===== src/rtl/irq_trig_pkg.sv =====
package irq_trig_pkg;
  localparam int NSRC = 6;
  localparam int MODE_W = 2;

  typedef enum logic [1:0] {
    TRIG_HIGH = 2'b00,
    TRIG_LOW  = 2'b01,
    TRIG_RISE = 2'b10,
    TRIG_FALL = 2'b11
  } trig_mode_e;

  localparam logic [1:0] ADDR_MODE_A = 2'd0;
  localparam logic [1:0] ADDR_MODE_B = 2'd1;
  localparam logic [1:0] ADDR_CLEAR  = 2'd2;

  localparam int SRCS_IN_A = 4;

  function automatic int clr_pos(input int src);
    case (src)
      0:       clr_pos = 17;
      1:       clr_pos = 20;
      2:       clr_pos = 21;
      3:       clr_pos = 22;
      4:       clr_pos = 23;
      default: clr_pos = 24;
    endcase
  endfunction
endpackage


===== src/rtl/irq_sync.sv =====
module irq_sync #(
  parameter int WIDTH  = 6,
  parameter int STAGES = 2
) (
  input  logic             clk,
  input  logic             rst_n,
  input  logic [WIDTH-1:0] d_i,
  output logic [WIDTH-1:0] q_o
);
  logic [WIDTH-1:0] stg_q [STAGES];
  logic [WIDTH-1:0] stg_d [STAGES];

  always_comb begin
    stg_d[0] = d_i;
    for (int s = 1; s < STAGES; s++) stg_d[s] = stg_q[s-1];
  end

  always_ff @(posedge clk or negedge rst_n) begin
    if (!rst_n) begin
      for (int s = 0; s < STAGES; s++) stg_q[s] <= '0;
    end else begin
      for (int s = 0; s < STAGES; s++) stg_q[s] <= stg_d[s];
    end
  end

  assign q_o = stg_q[STAGES-1];
endmodule


===== src/rtl/irq_cfg_regs.sv =====
module irq_cfg_regs
  import irq_trig_pkg::*;
#(
  parameter int DATA_W = 32,
  parameter int ADDR_W = 2
) (
  input  logic              clk,
  input  logic              rst_n,
  input  logic              wr_en,
  input  logic [ADDR_W-1:0] wr_addr,
  input  logic [DATA_W-1:0] wr_data,
  output trig_mode_e        mode_o [NSRC],
  output logic [NSRC-1:0]   clr_o,
  output logic [NSRC-1:0]   chg_o
);
  trig_mode_e mode_q [NSRC];
  trig_mode_e mode_d [NSRC];

  for (genvar i = 0; i < NSRC; i++) begin : g_field
    localparam logic [ADDR_W-1:0] SEL = (i < SRCS_IN_A) ? ADDR_W'(ADDR_MODE_A)
                                                          : ADDR_W'(ADDR_MODE_B);
    localparam int OFS = (i < SRCS_IN_A) ? MODE_W * i : MODE_W * (i - SRCS_IN_A);
    localparam int CPOS = clr_pos(i);

    logic field_we;
    assign field_we = wr_en && (wr_addr == SEL);

    always_comb begin
      mode_d[i] = mode_q[i];
      if (field_we) mode_d[i] = trig_mode_e'(wr_data[OFS +: MODE_W]);
    end

    always_ff @(posedge clk or negedge rst_n) begin
      if (!rst_n) mode_q[i] <= TRIG_HIGH;
      else if (field_we) mode_q[i] <= mode_d[i];
    end

    assign chg_o[i]  = (mode_d[i] != mode_q[i]);
    assign clr_o[i]  = wr_en && (wr_addr == ADDR_W'(ADDR_CLEAR)) && wr_data[CPOS];
    assign mode_o[i] = mode_q[i];
  end
endmodule


===== src/rtl/irq_trig_cell.sv =====
module irq_trig_cell
  import irq_trig_pkg::*;
(
  input  logic       clk,
  input  logic       rst_n,
  input  trig_mode_e mode_i,
  input  logic       smp_i,
  input  logic       clr_i,
  input  logic       chg_i,
  output logic       pend_o
);
  logic prev_q;
  logic pend_q, pend_d;
  logic edge_hit;
  logic is_edge;

  assign is_edge = mode_i[1];

  always_comb begin
    case (mode_i)
      TRIG_RISE: edge_hit = smp_i & ~prev_q;
      TRIG_FALL: edge_hit = ~smp_i & prev_q;
      default:   edge_hit = 1'b0;
    endcase
  end

  always_comb begin
    pend_d = pend_q;
    if (chg_i)          pend_d = 1'b0;
    else if (edge_hit)  pend_d = 1'b1;
    else if (clr_i)     pend_d = 1'b0;
  end

  always_ff @(posedge clk or negedge rst_n) begin
    if (!rst_n) begin
      prev_q <= 1'b0;
      pend_q <= 1'b0;
    end else begin
      prev_q <= smp_i;
      pend_q <= pend_d;
    end
  end

  assign pend_o = is_edge ? pend_q : (smp_i ^ mode_i[0]);


  sticky_hold_chk: assert property (@(posedge clk) disable iff (!rst_n)
    (pend_q && !clr_i && !chg_i) |=> pend_q);


  clear_drops_chk: assert property (@(posedge clk) disable iff (!rst_n)
    (clr_i && !chg_i && !edge_hit) |=> !pend_q);


  edge_wins_chk: assert property (@(posedge clk) disable iff (!rst_n)
    (edge_hit && !chg_i) |=> pend_q);


  mode_change_clr_chk: assert property (@(posedge clk) disable iff (!rst_n)
    chg_i |=> !pend_q);


  level_no_flag_chk: assert property (@(posedge clk) disable iff (!rst_n)
    !is_edge |-> !pend_q);
endmodule


===== src/rtl/irq_trigger_unit.sv =====
module irq_trigger_unit
  import irq_trig_pkg::*;
#(
  parameter int DATA_W      = 32,
  parameter int ADDR_W      = 2,
  parameter int SYNC_STAGES = 2
) (
  input  logic              clk,
  input  logic              rst_n,
  input  logic [NSRC-1:0]   irq_raw,
  input  logic              wr_en,
  input  logic [ADDR_W-1:0] wr_addr,
  input  logic [DATA_W-1:0] wr_data,
  output logic [NSRC-1:0]   irq_pend
);
  logic [NSRC-1:0] smp;
  logic [NSRC-1:0] clr;
  logic [NSRC-1:0] chg;
  trig_mode_e      mode [NSRC];

  irq_sync #(.WIDTH(NSRC), .STAGES(SYNC_STAGES)) u_sync (
    .clk(clk), .rst_n(rst_n), .d_i(irq_raw), .q_o(smp)
  );

  irq_cfg_regs #(.DATA_W(DATA_W), .ADDR_W(ADDR_W)) u_cfg (
    .clk(clk), .rst_n(rst_n), .wr_en(wr_en), .wr_addr(wr_addr),
    .wr_data(wr_data), .mode_o(mode), .clr_o(clr), .chg_o(chg)
  );

  for (genvar i = 0; i < NSRC; i++) begin : g_cell
    irq_trig_cell u_cell (
      .clk(clk), .rst_n(rst_n), .mode_i(mode[i]), .smp_i(smp[i]),
      .clr_i(clr[i]), .chg_i(chg[i]), .pend_o(irq_pend[i])
    );
  end


  reset_quiet_chk: assert property (@(posedge clk)
    !rst_n |=> (irq_pend == '0) || !rst_n || $past(!rst_n) == 1'b0);
endmodule


===== config.mk =====
export PLATFORM = sky130hd
export DESIGN_NAME = irq_trigger_unit
export DESIGN_NICKNAME = d
export VERILOG_FILES = /design/src/rtl/irq_trig_pkg.sv /design/src/rtl/irq_sync.sv /design/src/rtl/irq_cfg_regs.sv /design/src/rtl/irq_trig_cell.sv /design/src/rtl/irq_trigger_unit.sv
export SDC_FILE = /design/constraint.sdc
export NUM_CORES = 1
export LEC_CHECK = 0
export BUFFER_PORTS_ARGS = -buffer_cell sky130_fd_sc_hd__buf_2
export CAP_MARGIN = 20
export CORE_MARGIN = 5
export CORE_UTILIZATION = 50
export CTS_CLUSTER_SIZE = 16
export DETAILED_ROUTE_END_ITERATION = 7
export PLACE_DENSITY = 0.88
export SLEW_MARGIN = 10
export SYNTH_ARGS = -nofsm -noshare
export SYNTH_HDL_FRONTEND = slang
export SYNTH_HIERARCHICAL = 1
export SYNTH_SLANG_ARGS = --single-unit
export TNS_END_PERCENT = 50

===== constraint.sdc =====
create_clock -name clk -period 1.2 [get_ports clk]
set_input_delay 0.06 -clock clk [delete_from_list [all_inputs] [get_ports clk]]
set_output_delay 0.06 -clock clk [all_outputs]
set_load 0.02 [all_outputs]

==> impl_results.md <==
- Max Fclk: 0.774 GHz
- Startpoint Class: register
- Core area: 3050 um2
- Final hold vios: 0
- Launch point of the worst hold path: wr_data[1]
- Worst-Skew Late Latency: 330 ps
- H-tree lvl count: 2
- DR WL/cell: 14.0 um
- Placed cell count: 192
- Layout Utilization: 68.9%
- Pin count of the biggest net entering global routing: 20
- Vias per inst: 5.03
- Chip Width: 66.6 um
- # DRC: 0
- IO Port Bufs: 30
- I/O Pins: 49
- CP Max Fanout: 4
- Initial DRC Count: 50
- TritonCTS clock tree: done
- Violated checks: negative setup slack
- Final period util: 108%
- RSZ-0062 raised after global routing: yes
- Clock Sinks: 36
- Status: finished, violations left
- GR Overflow Total: 0
- CTS clock-pin slew for the worst setup and hold paths: 110 ps
- Vias in the first global route: 1,229
- First-pass GRT wire length: 5660 um
- Synth Area per Inst: 13.6 um2
- Cell Chain, Critical Path: xnor2_1 -> o21ai_1 -> buf_4
- Routed wire length: 3100 um
- Critical Path Sink Type: primary output
- Antenna Violating Nets Remaining: 0
- CP top delay family: flip-flops
- Crit-path slowest cell: dfrtp_1
- Worst-Margin Slew: 422 ps
- Most frequent cells in the layout: dfrtp_1, buf_2, xnor2_1, buf_4, dlygate4sd3_1
- Slew Viols, Final: 0
- Antenna cells: 0
- Clock Path Buffers: 2
- Routability Congestion: 0.808
- Slowest stage delay, CP: 440 ps
- TritonCTS buffer count: 5
- Dpl hpwl: 2060 um
- Most common cell after layout, fill and taps aside: dfrtp_1
- Required @ worst endpoint: 1140 ps
- R2r setup slk: 140 ps
- HP Class: input pin to register
- GRT Util Overall: 17.1%
- Reg2reg start: u_sync/q_o[4]$_DFF_PN0_
- Nets@finish: 220
- Max Cap Viol: 0
- CP arrival: 1230 ps
- # rows: 20
- Finish-stage setup viols: 5
- Non-filler cells, final: 222
- Number of library cell types mapped by synthesis: 16
- Full die area: 4430 um2
- Syn. warnings: 6
- Synth Register Bits: 36
- Worst vdd ir: 1160 uV
- Buffers & Inverters on Critical Path: 1
- Root Buffer: clkbuf_4
- Syn Nets: 161
- CP startpoint: u_sync/q_o[2]$_DFF_PN0_
- Final WS setup: -92.5 ps
- Initial Util: 52.4%
- TritonRoute pass-1 iters: 4
- Leakage: 0.928 nW
- Layout cells sized above 1: 38.8%
- Post-Syn Area: 1600 um2
- Via count: 1,116
- Die Ht: 66.6 um
- Initial antenna violation count: 0
- CP Class: register to primary output
- Syn Inst Count: 118
- Layout Skew: 8.24 ps
- Area grow syn2layout: 31.4%
- Power per cell area: 1550 nW/um2
- Seq/Total Area, Yosys: 56.3%
- Tmin final: 1290 ps
- Relative max-transition margin: 71.9%
-- per-stage QoR --
stage	power, mW	setup TNS [ps]	hold WS, ps	instance area (um2)	setup slack, ps
finish	3.27	-254	30.0	2100	-92.5
global route	3.48	-754	9.14	2100	-155
CTS	3.29	-312	14.4	2090	-107
detailed placement	2.30	0	22.2	1810	68.6
global placement	2.26	0	8.93	1810	86.3
floorplan	2.06	0	-236	1600	125
-- state kept, by name, indices dropped and copies added (netlist names) --
signal and cells:
g_cell.u_cell/prev_q 6, u_sync/stg_d 6, g_cell.u_cell/pend_q 6, u_cfg/mode_o 12
u_sync/q_o 6
-- cells in the mapped netlist --
| master | n | area, um2 |
|---|---|---|
| or3b_4 | 1 | 11.3 |
| xnor2_1 | 18 | 158 |
| dfrtp_1 | 36 | 901 |
| nand4b_1 | 6 | 52.6 |
| nand3b_1 | 1 | 7.51 |
| nand4bb_2 | 6 | 97.6 |
| and3b_1 | 1 | 8.76 |
| a31oi_1 | 6 | 37.5 |
| a21oi_1 | 6 | 30.0 |
| nand2b_1 | 6 | 37.5 |
| buf_6 | 1 | 11.3 |
| mux2_4 | 6 | 90.1 |
| mux2_2 | 6 | 67.6 |
| o21ai_0 | 6 | 30.0 |
| nand2_1 | 6 | 22.5 |
| and2_1 | 6 | 37.5 |
-- metal layers --
| layer | up-vias | track usage (%) | wire [um] |
|---|---|---|---|
| li1 | 538 | - | - |
| met4 | 0 | 6.60 | 57 |
| met1 | 544 | 21.0 | 1310 |
| met5 | - | 0 | 0 |
| met2 | 28 | 28.7 | 1600 |
| met3 | 6 | 4.38 | 128 |
-- cell families (layout without fill, tap and decap cells) --
logic type	after synthesis	in the layout	synth area share [%]
flip-flops	36	36	56.3
AND/OR/NAND/NOR	33	33	17.2
AO/OA/AOI/OAI	18	18	6.10
XOR/XNOR	18	18	9.85
multiplexers	12	12	9.85
buffers and inverters	1	61	0.704
-- area by class of cell --
type                       count  area, um2
multi-input combinational     81        688
clock inverter                 3       42.5
sequential                    36        901
fill                         230        951
tap                           44       55.1
clock buffer                   5       37.5
timing repair buffer          53        378
-- power breakdown --
| group | total (mW) | internal [mW] | switching, mW |
|---|---|---|---|
| sequential | 1.56 | 1.39 | 0.165 |
| clock | 0.833 | 0.434 | 0.398 |
| combinational | 0.874 | 0.494 | 0.380 |
| total | 3.27 | 2.32 | 0.944 |
-- final timing paths --
path / cells past startpoint / to
setup / recovery: 3 / irq_pend[2]
max in group asynchronous: 3 / u_sync/stg_d[5]$_DFF_PN0_
min in group asynchronous: 2 / u_cfg/mode_o[6]$_DFFE_PN0N_
setup reg to reg: 4 / g_cell[4].u_cell/pend_q$_DFFE_PN0P_
hold / removal: 2 / u_cfg/mode_o[11]$_DFFE_PN0N_
hold reg to reg: 0 / u_sync/q_o[4]$_DFF_PN0_
-- repair_timing --
action / 4_1_cts / 5_1_grt
setup endpoints to repair: 6 / 6
cloned: 0 / 0
hold endpoints to repair: 46 / 0
resized for setup: 12 / 0
buffers inserted: 9 / 2
hold buffers: 11 / 0
pin swaps: 1 / 1
(Power assumes the default switching activity.)
